## config.mk

```make
export PLATFORM = sky130hd
export DESIGN_NAME = single_step_seq
export DESIGN_NICKNAME = d
export VERILOG_FILES = /design/src/rtl/ssq_pkg.sv /design/src/rtl/ssq_flag_reg.sv /design/src/rtl/ssq_step_gate.sv /design/src/rtl/ssq_status.sv /design/src/rtl/single_step_seq.sv
export SDC_FILE = /design/constraint.sdc
export NUM_CORES = 1
export LEC_CHECK = 0
export BUFFER_PORTS_ARGS = -buffer_cell sky130_fd_sc_hd__buf_2
export CAP_MARGIN = 20
export CORE_MARGIN = 2
export CORE_UTILIZATION = 25
export CTS_BUF_LIST = sky130_fd_sc_hd__clkbuf_8 sky130_fd_sc_hd__clkbuf_16
export DETAILED_ROUTE_END_ITERATION = 8
export GPL_TIMING_DRIVEN = 0
export PLACE_DENSITY = 0.62
export RECOVER_POWER = 50
export SETUP_SLACK_MARGIN = 0.4
export SLEW_MARGIN = 25
export SYNTH_ARGS = -nofsm -noshare
export SYNTH_HDL_FRONTEND = slang
export SYNTH_SLANG_ARGS = --single-unit
export TNS_END_PERCENT = 20
```

## constraint.sdc

```tcl
create_clock -name clk -period 2.7 [get_ports clk]
set_input_delay 0.405 -clock clk [delete_from_list [all_inputs] [get_ports clk]]
set_output_delay 0.405 -clock clk [all_outputs]
set_load 0.01 [all_outputs]
```

## src/rtl/ssq_pkg.sv

```systemverilog
package ssq_pkg;
    localparam int FLAG_W = 32;
    localparam int TF_POS = 8;
    localparam int RF_POS = 16;
    localparam int STAT_W = 16;
    localparam int BS_POS = 14;

    typedef struct packed {
        logic retire;
        logic wr;
        logic exc;
    } evt_t;

    typedef struct packed {
        logic tf;
        logic rf;
    } step_bits_t;
endpackage

```

## src/rtl/ssq_flag_reg.sv

```systemverilog
module ssq_flag_reg #(
    parameter int FLAG_W = ssq_pkg::FLAG_W,
    parameter int TF_POS = ssq_pkg::TF_POS,
    parameter int RF_POS = ssq_pkg::RF_POS
) (
    input  logic              clk,
    input  logic              rst,
    input  ssq_pkg::evt_t     evt,
    input  logic [FLAG_W-1:0] wr_data,
    output logic [FLAG_W-1:0] flags_q,
    output ssq_pkg::step_bits_t bits
);
    logic [FLAG_W-1:0] flags_nxt;

    always_comb begin
        flags_nxt = flags_q;
        if (evt.wr) begin
            flags_nxt = wr_data;
        end else if (evt.retire) begin
            flags_nxt[RF_POS] = 1'b0;
        end
        if (evt.exc) begin
            flags_nxt[TF_POS] = 1'b0;
            flags_nxt[RF_POS] = 1'b0;
        end
    end

    always_ff @(posedge clk) begin
        if (rst) flags_q <= '0;
        else     flags_q <= flags_nxt;
    end

    assign bits.tf = flags_q[TF_POS];
    assign bits.rf = flags_q[RF_POS];
endmodule

```

## src/rtl/ssq_step_gate.sv

```systemverilog
module ssq_step_gate (
    input  logic                retire,
    input  ssq_pkg::step_bits_t bits,
    output logic                trap
);
    always_comb begin
        trap = retire & bits.tf & ~bits.rf;
    end
endmodule

```

## src/rtl/ssq_status.sv

```systemverilog
module ssq_status #(
    parameter int STAT_W = ssq_pkg::STAT_W,
    parameter int BS_POS = ssq_pkg::BS_POS
) (
    input  logic              clk,
    input  logic              rst,
    input  logic              set,
    input  logic              clr,
    output logic [STAT_W-1:0] stat
);
    for (genvar i = 0; i < STAT_W; i++) begin : g_bit
        if (i == BS_POS) begin : g_cause
            logic cause_q;
            always_ff @(posedge clk) begin
                if (rst)      cause_q <= 1'b0;
                else if (set) cause_q <= 1'b1;
                else if (clr) cause_q <= 1'b0;
            end
            assign stat[i] = cause_q;
        end else begin : g_zero
            assign stat[i] = 1'b0;
        end
    end
endmodule

```

## src/rtl/single_step_seq.sv

```systemverilog
module single_step_seq #(
    parameter int FLAG_W = ssq_pkg::FLAG_W,
    parameter int TF_POS = ssq_pkg::TF_POS,
    parameter int RF_POS = ssq_pkg::RF_POS,
    parameter int STAT_W = ssq_pkg::STAT_W,
    parameter int BS_POS = ssq_pkg::BS_POS
) (
    input  logic              clk,
    input  logic              rst,
    input  logic              retire_i,
    input  logic              flags_wr_i,
    input  logic [FLAG_W-1:0] flags_wr_data_i,
    input  logic              exc_entry_i,
    input  logic              dstat_clr_i,
    output logic              trap_o,
    output logic [FLAG_W-1:0] flags_o,
    output logic [STAT_W-1:0] dstat_o
);
    ssq_pkg::evt_t       evt;
    ssq_pkg::step_bits_t bits;
    logic                trap;

    assign evt.retire = retire_i;
    assign evt.wr     = flags_wr_i;
    assign evt.exc    = exc_entry_i;

    ssq_flag_reg #(.FLAG_W(FLAG_W), .TF_POS(TF_POS), .RF_POS(RF_POS)) u_flags (
        .clk(clk), .rst(rst), .evt(evt), .wr_data(flags_wr_data_i),
        .flags_q(flags_o), .bits(bits)
    );

    ssq_step_gate u_gate (.retire(retire_i), .bits(bits), .trap(trap));

    ssq_status #(.STAT_W(STAT_W), .BS_POS(BS_POS)) u_stat (
        .clk(clk), .rst(rst), .set(trap), .clr(dstat_clr_i), .stat(dstat_o)
    );

    assign trap_o = trap;
endmodule

```

# Word level (Yosys, flattened, before mapping)
# Cells that the tools add are included.
# totals
reg_bits,33
output_inout_bits,49
word_cells,14
inputBits,38
# classes
n_reduce_logical,3
mux,4
n_bitwise,3
# ops
cell,n
$mux 1,4
$reduce_bool 2->1,2
$and 1x1->1,2
$reduce_or 2->1,1
$not 1->1,1

# Longest topological paths before layout
# Gate-level depths: netlist of run 1.
# depth
depth_word,3
ltp_mapped,4
depth_no_buf,2

# By module
# From an unflattened synthesis of run 1, not the netlist that was laid out.
# unflattened
cells_unflattened,128
area_unflattened_um2,1325.0
# modules_own_cells
module,cells_each,area_each_um2,n_inst,seq_area_each_um2
ssq_flag_reg,106,1153.6,1,640.6
ssq_status,21,162.7,1,20.0
ssq_step_gate,1,8.8,1,0.0

# Worst setup path before layout of run 1
# OpenSTA, ideal clock, no wires.
# synth_path
kind,input-to-reg
from,input port flags_wr_i
to,register u_flags.flags_q[16]
n_path_buf,1
t_arrival_ns,1.082
setup_slack_ns,1.538
required_ns,2.621
setup_ns,0.079
stages,3
path_cell_list,buf_6 > or3b_1 > a211oi_2
# synth_via
elab_chain_len,1
word_cells_on_any_way,2
classes_between,mux (1); reduce/logical (1)
# synth_lines
element,line,rtl
start: declaration,single_step_seq.sv:11,"input logic flags_wr_i,"
$mux 1 / $reduce_bool 2->1 (equally long branches),-,
end signal: assignment,ssq_flag_reg.sv:30,else flags_q <= flags_nxt;
end: declaration,ssq_flag_reg.sv:10,"output logic [FLAG_W-1:0] flags_q,"
# Several ways; a longest one is shown, not always the timed one.
# A chain may end at the register's enable or synchronous reset.

# Worst setup path after layout of run 1
# layout_path
from,register u_flags.flags_q[16]
to,output port trap_o
# layout_via
elab_chain_len,2
# layout_lines
element,line,rtl
$not 1->1,ssq_step_gate.sv:7,trap = retire & bits.tf & ~bits.rf;
$and 1x1->1,ssq_step_gate.sv:7,
end: declaration,single_step_seq.sv:15,"output logic trap_o,"
# No other way between the ends.

==> results of run 1 <==
-- worst max-delay path by stage --
| stage | cells after the start | slack [ns] | to |
|---|---|---|---|
| final | 3 | 1.34 | trap_o |
| after global routing | 3 | 1.26 | trap_o |
| after CTS | 3 | 1.30 | trap_o |
| after detailed placement | 3 | 1.29 | u_flags.flags_q[11] |
| after global placement | 3 | 1.33 | u_flags.flags_q[10] |
| after floorplan | 3 | 1.54 | u_flags.flags_q[16] |
-- final cells by class --
type	instances	area share (%)
Multi-Input combinational cell	83	27.5
Buffer	24	8.87
Inverter	1	0.197
Clock buffer	6	4.34
Sequential cell	33	34.7
Tap cell	70	4.60
Clock inverter	2	1.77
Timing Repair Buffer	69	18.1
-- power by group through the flow --
stage,registers [uW],logic (uW),clock network [uW]
floorplan,551,85.7,0
global placement,537,161,0
detailed placement,537,164,0
CTS,527,164,491
global route,531,178,506
finish,527,160,469
-- synth_stat cells --
| cell | number | area [um2] |
|---|---|---|
| buf_6 | 1 | 11.3 |
| buf_4 | 19 | 143 |
| nor2_1 | 30 | 113 |
| nand2b_1 | 1 | 6.26 |
| nand3b_1 | 1 | 7.51 |
| clkbuf_1 | 4 | 15.0 |
| a211oi_2 | 1 | 12.5 |
| conb_1 | 1 | 3.75 |
| inv_1 | 1 | 3.75 |
| mux2i_1 | 31 | 310 |
| a21oi_1 | 1 | 5.00 |
| nor3_1 | 1 | 5.00 |
| or3b_1 | 1 | 8.76 |
| nand2_1 | 1 | 3.75 |
| dfxtp_1 | 33 | 661 |
-- stage by stage --
stage	hold slack (ns)	cell area (um2)	setup WS (ns)	cells	total power, uW
detailed placement	0.473	1790	1.29	280	701
CTS	0.304	1910	1.30	288	1180
floorplan	0.450	1360	1.54	141	637
global route	0.298	1900	1.26	288	1210
global placement	0.464	1790	1.33	280	698
finish	0.315	1900	1.34	288	1160
-- kinds of logic (layout without fill, tap and decap cells) --
kind of cell | count (synthesis) | in the layout | synth area share (%)
mux | 31 | 31 | 23.7
other cells | 1 | 15 | 0.287
buf+inv | 25 | 102 | 13.2
compound gates | 2 | 2 | 1.34
simple gates | 35 | 35 | 11.0
flops | 33 | 33 | 50.5
-- per-layer routing --
| layer | track usage (%) | vias up | routed length (um) |
|---|---|---|---|
| met5 | 0 | - | 0 |
| met4 | 2.73 | 0 | 19 |
| met3 | 4.98 | 4 | 286 |
| met2 | 14.8 | 57 | 1160 |
| met1 | 11.3 | 457 | 1260 |
| li1 | - | 556 | - |
-- worst max-delay path, stage by stage, from the launching register on --
cell and delay, ns:
dfxtp_1 0.31, nand3b_1 0.19, inv_1 0.07, buf_2 0.12
-- registers in the layout, summed over array words and instances (netlist names) --
register and count:
u_stat.g_bit.g_cause.cause_q 1, u_flags.flags_q 32
==> results.md, run 1 <==
* Status: finished, final reports clean
* Post-route ant nets at 0
* Largest net degree at the start of global routing at 11
* Flop pwr share at a little under half
* DR vias at roughly 1100
* CP Launch Type: flip-flop
* Layout cells sized above 1 at between 40% and 50%
* Critical path class: flip-flop to primary output
* Final Core Density at between 30% and 40%
* Max_cap viols at 0
* Synth-to-Final Area Change at 45.5%
* Worst EP arrival at roughly 0.96 ns
* Hold_sp: exc_entry_i
* GRT Util Overall at under 10%
* Post-DR wirelength/cell at 9.45 um
* Avg Cell Area, Syn at between 10 and 15 um2
* Cells after synthesis at 127
* Detailed placement HPWL at approximately 2100 um
* Combinational share of power at 13.9%
* Register area at between 600 and 700 um2
* Io pins at 87
* RSZ-0062 raised after global routing: false
* Final WL at roughly 2700 um
* Fin crit share at approximately half
* Setup clock skew after layout at approximately 0.00015 ns
* Die Footprint at 0.00583 mm2
* Vias/cell at about 3.7
* Net Sw Power at 262 uW
* Clk Latency, worst-skew pair at around 0.27 ns
* Setup TNS Final at 0 ns
* Hold Vio Cnt, Final at 0
* Die width at 76.4 um
* DR iter-0 viols at 34
* Max-slew violations at 0
* Minimum clock period at ~1.4 ns
* # hold bufs at CTS at 0
* Synth cell types at 15
* Clock transition at path regs at about 0.060 ns
* Synth warnings at 0
* RR Startpoint: u_flags.flags_q[16]
* Sequential area share after synthesis at roughly half
* Final GP Congestion at between 0.6 and 0.7
* Port Buffer Count at 69
* CP startpoint: u_flags.flags_q[16]
* Peak VDD IR at 260 uV
* F_max at ~0.73 GHz
* DRT Pass-1 Iters at 2
* Filler cells at roughly 550
* Starting density of the core at roughly a quarter
* Worst-case clock buffer depth at 2
* P per Cell Area at approximately 610 mW/mm2
* Nets at approximately 260
* Post-CTS Setup Inserts at 0
* Critical Path Fanout Max at 3
* Most common cell after layout, fill and taps aside: buf_2
* Synth Register Bits at 33
* Crit Reg-Reg Endpoint: u_flags.flags_q[16]
* DRC errors left at 0
* Net Sw Frac at 22.6%
* Rows at 26
* P_int at 894 uW
* Number of global-route vias before repair at 984
* Commonest non-fill, non-tap cells in the layout: 68 x buf_2, 33 x dfxtp_1, 31 x mux2i_1
* Post-cts resize count at 0
* Area of the multi-input gates at about 520 um2
* H-tree Lvls at 2
* Total grt overflow at 0
* Number of clock sinks at 33
* First-pass GRT wire length at roughly 4400 um
* Die H at ~76 um
* CTS buffer count at 5
* Initial antenna violation count at 0
* Reg-to-reg setup timing slack at 1.71 ns
* Tightest Hold Check Type: input port to flip-flop
* CTS root buf: clkbuf_8
* Setup violators final at 0
* Worst Path Required at between 2 and 2.5 ns
* R2r worst-path depth at 2
* Mapped cell area at 0.00131 mm2
* Endpoint, Worst Hold: u_flags.flags_q[16]
* Clk pwr share at between 40% and 50%
* N_diodes at 0
* TritonCTS clock tree: yes
* Core area at about 0.0051 mm2
* Critical Path End Type: primary output
* Leak pwr at roughly 0.0011 uW
* WHS Path Cells at 2
Power figures use the tool's default switching activity.
==> run 2: changes to the inputs <==
PLACE_DENSITY = 0.64   (was 0.62)
clock period = 1.1 ns   (was 2.7 ns; I/O delays follow)
==> results.md, run 2 (synthesized netlist as in run 1, its figures left out) <==
* Starting density of the core at 25.8% (unchanged)
* Peak VDD IR at 490 uV (was 260 uV)
* Core area at 0.00507 mm2 (unchanged)
* Io pins at 87 (unchanged)
* DRT Pass-1 Iters at 4 (was 2)
* Hold Vio Cnt, Final at 0 (unchanged)
* Clk pwr share at 39.6% (was 40.5%)
* Minimum clock period at around 1.1 ns
* Detailed placement HPWL at 2040 um (was 2050 um)
* Layout cells sized above 1 at 52.3% (was 43.6%)
* Clock transition at path regs at 0.07 ns (was 0.06 ns)
* Combinational share of power at 16.4% (was 13.9%)
* Hold_sp: exc_entry_i (unchanged)
* CTS buffer count at 5 (unchanged)
* Fin worst setup slack at -0.0144 ns (was 1.34 ns)
* Commonest non-fill, non-tap cells in the layout: 36 x buf_2, 35 x buf_6, 31 x mux2i_1 (was 68 x buf_2, 33 x dfxtp_1, 31 x mux2i_1)
* RR Startpoint: u_flags.flags_q[16] (unchanged)
* Number of flip-flops under the largest register name at 32 (unchanged)
* DRC errors left at 0 (unchanged)
* Leak pwr at 0.00112 uW (was 0.00106 uW)
* First-pass GRT wire length at 4900 um (was 4370 um)
* Net Sw Power at 690 uW (was 262 uW)
* Vias/cell at 3.89 (was 3.73)
* Endpoint, Worst Hold: u_flags.flags_q[16] (unchanged)
* Reg-to-reg setup timing slack at 0.05 ns (was 1.71 ns)
* Power Total at 2990 uW (was 1160 uW)
* Setup violators final at 1 (was 0)
* Top reg by flops: u_flags.flags_q (unchanged)
* Critical Path End Type: primary output (unchanged)
* P per Cell Area at 1370 mW/mm2 (was 607 mW/mm2)
* Critical path class: flip-flop to primary output (unchanged)
* Critical Path Fanout Max at 2 (was 3)
* Worst-case clock buffer depth at 2 (unchanged)
* CTS root buf: clkbuf_8 (unchanged)
* Rows at 26 (unchanged)
* Max_cap viols at 0 (unchanged)
* Die Footprint at 0.00583 mm2 (unchanged)
* TritonCTS clock tree: yes (unchanged)
* RSZ-0062 raised after global routing: true (was false)
* Synth-to-Final Area Change at 67.1% (was 45.5%)
* Crit path largest cell delay at 0.32 ns (was 0.31 ns)
* Most common cell after layout, fill and taps aside: buf_2 (unchanged)
* Violated checks: negative setup slack
* WHS Path Cells at 2 (unchanged)
* Net Sw Frac at 23.1% (was 22.6%)
* Tightest Hold Check Type: input port to flip-flop (unchanged)
* Final WL at 2950 um (was 2720 um)
* Die width at 76.4 um (unchanged)
* Crit Reg-Reg Endpoint: u_flags.flags_q[16] (unchanged)
* Worst EP arrival at 0.95 ns (was 0.96 ns)
* Status: finished, violations left (was finished, final reports clean)
* N_diodes at 0 (unchanged)
* Number of clock sinks at 33 (unchanged)
* DR vias at 1129 (was 1074)
* Nets at 257 (was 255)
* Final GP Congestion at 0.614 (was 0.661)
* H-tree Lvls at 2 (unchanged)
* P_int at 2300 uW (was 894 uW)
* Setup clock skew after layout at 0.000245 ns (was 0.000149 ns)
* Largest registers: u_flags.flags_q (32), u_stat.g_bit.g_cause.cause_q (1) (unchanged)
* Initial antenna violation count at 0 (unchanged)
* Port Buffer Count at 69 (unchanged)
* Clk Latency, worst-skew pair at 0.28 ns (was 0.27 ns)
* F_max at 0.897 GHz
* Final Core Density at 43.1% (was 37.5%)
* CP Launch Type: flip-flop (unchanged)
* GRT Util Overall at 10.5% (was 9.44%)
* Worst Path Required at 0.94 ns (was 2.30 ns)
* Die H at 76.4 um (unchanged)
* Flop pwr share at 44.0% (was 45.6%)
* Slowest-stage cell, CP: dfxtp_2 (was dfxtp_1)
* Fin crit share at 101%
* Crit path cell chain: nand3b_1, inv_1, buf_2 (unchanged)
* Post-DR wirelength/cell at 10.2 um (was 9.45 um)
* R2r worst-path depth at 3 (was 2)
* Total grt overflow at 0 (unchanged)
* Post-route ant nets at 0 (unchanged)
* Largest net degree at the start of global routing at 12 (was 11)
* Max-slew violations at 0 (unchanged)
* # hold bufs at CTS at 0 (unchanged)
* Number of global-route vias before repair at 1138 (was 984)
* DR iter-0 viols at 19 (was 34)
run 2: what timing repair did:
item / in CTS / in global routing
resized for setup: 67 / 1
endpoints found under the setup margin: 36 / 37
pin swaps: 2 / 1
setup buffers: 2 / 0
run 2: per-layer routing:
| metal | GRT usage [%] | vias to the layer above | wire (um) |
|---|---|---|---|
| met2 | 17.6 | 51 | 1420 |
| met3 | 4.27 | 2 | 221 |
| met5 | 0 | - | 0 |
| li1 | - | 566 | - |
| met4 | 3.82 | 0 | 12 |
| met1 | 11.9 | 510 | 1300 |
run 2: power by group through the flow:
stage | Sequential [uW] | Combinational, uW | Clock [uW]
floorplan | 1350 | 223 | 0
global route | 1320 | 532 | 1280
global placement | 1320 | 407 | 0
CTS | 1320 | 492 | 1230
detailed placement | 1320 | 411 | 0
finish | 1310 | 490 | 1180
run 2: cell type report:
type | count | area [um2]
buffer | 24 | 199
clock buffer | 6 | 82.6
multi-input combinational | 83 | 531
inverter | 1 | 3.75
tap | 70 | 87.6
clock inverter | 2 | 37.5
fill | 505 | 2890
timing repair buffer | 71 | 571
sequential | 33 | 676
run 2: worst max-delay path: cells and delay by family, from the launching register on:
kind,cells,cell delay (ns)
DFF,1,0.32
buffers and inverters,2,0.18
and+or+nand+nor,1,0.17
run 2: worst max-delay path by stage:
stage	cells past startpoint	end	startpoint	slack, ns
4_1_cts	3	trap_o	u_flags.flags_q[16]	-0.04
3_5_place_dp	3	u_flags.flags_q[16]	flags_wr_i	0.18
3_3_place_gp	3	u_flags.flags_q[7]	rst	0.18
2_1_floorplan	2	u_flags.flags_q[16]	u_flags.flags_q[16]	0.17
5_1_grt	3	trap_o	u_flags.flags_q[16]	-0.08
6_report	3	trap_o	u_flags.flags_q[16]	-0.01
run 2: metrics by stage:
stage	hold WS (ns)	setup WS, ns	cell area [um2]	cells	setup TNS [ns]
2_1_floorplan	0.231	0.170	1390	141	0
3_3_place_gp	0.352	0.176	1830	280	0
3_5_place_dp	0.354	0.175	1830	280	0
4_1_cts	0.0496	-0.0403	2210	290	-0.0403
5_1_grt	0.0419	-0.0811	2190	290	-0.0811
6_report	0.0661	-0.0144	2190	290	-0.0144
==> run 3: changes to the inputs <==
PLACE_DENSITY = 0.55   (was 0.64)
SLEW_MARGIN = 20   (was 25)
clock period = 1.34 ns   (was 1.1 ns; I/O delays follow)
==> results.md, run 3 (synthesized netlist as in run 1, its figures left out) <==
* Crit path cell chain: nand3b_1, inv_1, buf_2 (unchanged)
* Setup violators final at 0 (was 1)
* RR Startpoint: u_flags.flags_q[16] (unchanged)
* Worst-case clock buffer depth at 2 (unchanged)
* Crit Reg-Reg Endpoint: u_flags.flags_q[16] (unchanged)
* Worst Path Required at 1.14 ns (was 0.94 ns)
* CTS root buf: clkbuf_8 (unchanged)
* Number of clock sinks at 33 (unchanged)
* Initial antenna violation count at 0 (unchanged)
* Crit path largest cell delay at 0.31 ns (was 0.32 ns)
* Die width at 76.4 um (unchanged)
* Commonest non-fill, non-tap cells in the layout: 60 x buf_2, 31 x mux2i_1, 31 x dfxtp_1 (was 36 x buf_2, 35 x buf_6, 31 x mux2i_1)
* Status: finished, final reports clean (was finished, violations left)
* GRT Util Overall at 10.5% (about the same)
* Largest net degree at the start of global routing at 11 (was 12)
* Total grt overflow at 0 (unchanged)
* Max-slew violations at 0 (unchanged)
* Tightest Hold Check Type: input port to flip-flop (unchanged)
* Critical path class: flip-flop to primary output (unchanged)
* RSZ-0062 raised after global routing: true (unchanged)
* CP startpoint: u_flags.flags_q[16] (unchanged)
* Final instance area at 0.00197 mm2 (was 0.00219 mm2)
* N_diodes at 0 (unchanged)
* Top reg by flops: u_flags.flags_q (unchanged)
* Max_cap viols at 0 (unchanged)
* Worst EP arrival at 0.98 ns (was 0.95 ns)
* DRT Pass-1 Iters at 4 (unchanged)
* Slowest-stage cell, CP: dfxtp_2 (unchanged)
* Most common cell after layout, fill and taps aside: buf_2 (unchanged)
* DR vias at 1093 (was 1129)
* Critical Path Fanout Max at 2 (unchanged)
* Setup TNS Final at 0 ns (was -0.0144 ns)
* Final WL at 2860 um (was 2950 um)
* Port Buffer Count at 69 (unchanged)
* Synth-to-Final Area Change at 50.7% (was 67.1%)
* Critical Path End Type: primary output (unchanged)
* Peak VDD IR at 471 uV (was 490 uV)
* Post-route ant nets at 0 (unchanged)
* Io pins at 87 (unchanged)
* Die Footprint at 0.00583 mm2 (unchanged)
* Starting density of the core at 25.8% (unchanged)
* Core area at 0.00507 mm2 (unchanged)
* Clock transition at path regs at 0.06 ns (was 0.07 ns)
* H-tree Lvls at 2 (unchanged)
* Minimum clock period at approximately 1.2 ns
* CTS buffer count at 5 (unchanged)
* Filler cells at 544 (was 505)
* Largest registers: u_flags.flags_q (32), u_stat.g_bit.g_cause.cause_q (1) (unchanged)
* CP Launch Type: flip-flop (unchanged)
* Final GP Congestion at 0.661 (was 0.614)
* Rows at 26 (unchanged)
* Die H at 76.4 um (unchanged)
* Reg-to-reg setup timing slack at 0.24 ns (was 0.05 ns)
* F_max at between 0.8 and 0.9 GHz
* First-pass GRT wire length at 4930 um (was 4900 um)
* Setup clock skew after layout at 0.000214 ns (was 0.000245 ns)
* Number of global-route vias before repair at 1053 (was 1138)
* Fin crit share at 87.8%
* Detailed placement HPWL at 2100 um (was 2040 um)
* Hold Vio Cnt, Final at 0 (unchanged)
* Vias/cell at 3.77 (was 3.89)
* Leak pwr at 0.00108 uW (was 0.00112 uW)
* DR iter-0 viols at 21 (was 19)
* DRC errors left at 0 (unchanged)
* Placed inst area at 0.00180 mm2 (was 0.00183 mm2)
* TritonCTS clock tree: yes (unchanged)
* Number of flip-flops under the largest register name at 32 (unchanged)
* Layout cells sized above 1 at 46.4% (was 52.3%)
* Post-DR wirelength/cell at 9.85 um (was 10.2 um)
* Hold WS at 0.103 ns (was 0.0661 ns)
* Nets at 258 (was 257)
* Clk Latency, worst-skew pair at 0.27 ns (was 0.28 ns)
* Critical Path End: trap_o (unchanged)
* P per Cell Area at 1080 mW/mm2 (was 1370 mW/mm2)
* R2r worst-path depth at 4 (was 3)
-- run 3: what timing repair did --
action	4_1_cts	5_1_grt
hold buffers	0	0
gates resized for setup	9	11
setup endpoints to repair	27	41
endpoints found under the hold margin	0	0
buffers inserted	1	2
-- run 3: where the power goes --
| part | leakage (uW) | internal (uW) | switching (uW) |
|---|---|---|---|
| registers | 0.000273 | 1040 | 26.8 |
| logic | 0.000756 | 186 | 160 |
| clock network | 0.0000485 | 399 | 322 |
-- run 3: layout make-up --
cell class              count  area [um2]  share of cell area, %
flip-flops and latches     33         663                   33.6
multi-input cells          83         531                   26.9
repair buffers             72         428                   21.7
plain buffers              24         173                   8.76
well taps                  70        87.6                   4.44
clock buffers               6        82.6                   4.19
clock inverters             1        3.75                  0.190
inverters                   1        3.75                  0.190
-- run 3: stage by stage --
| step | cells | util, % | setup slack, ns | power, uW |
|---|---|---|---|---|
| floorplan | 141 | - | 0.410 | 1280 |
| global placement | 280 | 35.4 | 0.184 | 1410 |
| detailed placement | 280 | 35.4 | 0.146 | 1410 |
| CTS | 288 | 37.9 | 0.147 | 2180 |
| global route | 290 | 38.9 | 0.0853 | 2270 |
| finish | 290 | 38.9 | 0.163 | 2130 |
-- run 3: routing by layer --
metal / vias up / wire length (um) / global-route usage [%]
met1: 477 / 1230 / 12.3
met5: - / 0 / 0
met3: 2 / 256 / 4.62
met4: 0 / 17 / 3.82
li1: 563 / - / -
met2: 51 / 1350 / 17.1
-- run 3: how the worst min path moves through the flow --
| stage | from | endpoint | slack [ns] | depth (start not counted) |
|---|---|---|---|---|
| after detailed placement | exc_entry_i | u_flags.flags_q[16] | 0.39 | 2 |
| after CTS | exc_entry_i | u_flags.flags_q[16] | 0.09 | 2 |
| after global placement | exc_entry_i | u_flags.flags_q[16] | 0.38 | 2 |
| after global routing | exc_entry_i | u_flags.flags_q[16] | 0.09 | 2 |
| after floorplan | exc_entry_i | u_flags.flags_q[16] | 0.27 | 1 |
| final | exc_entry_i | u_flags.flags_q[16] | 0.10 | 2 |
-- run 3: critical path, delay by kind of cell (launching register included) --
kind          cells  cell delay [ns]
buf+inv           2             0.19
flops             1             0.31
simple gates      1             0.20
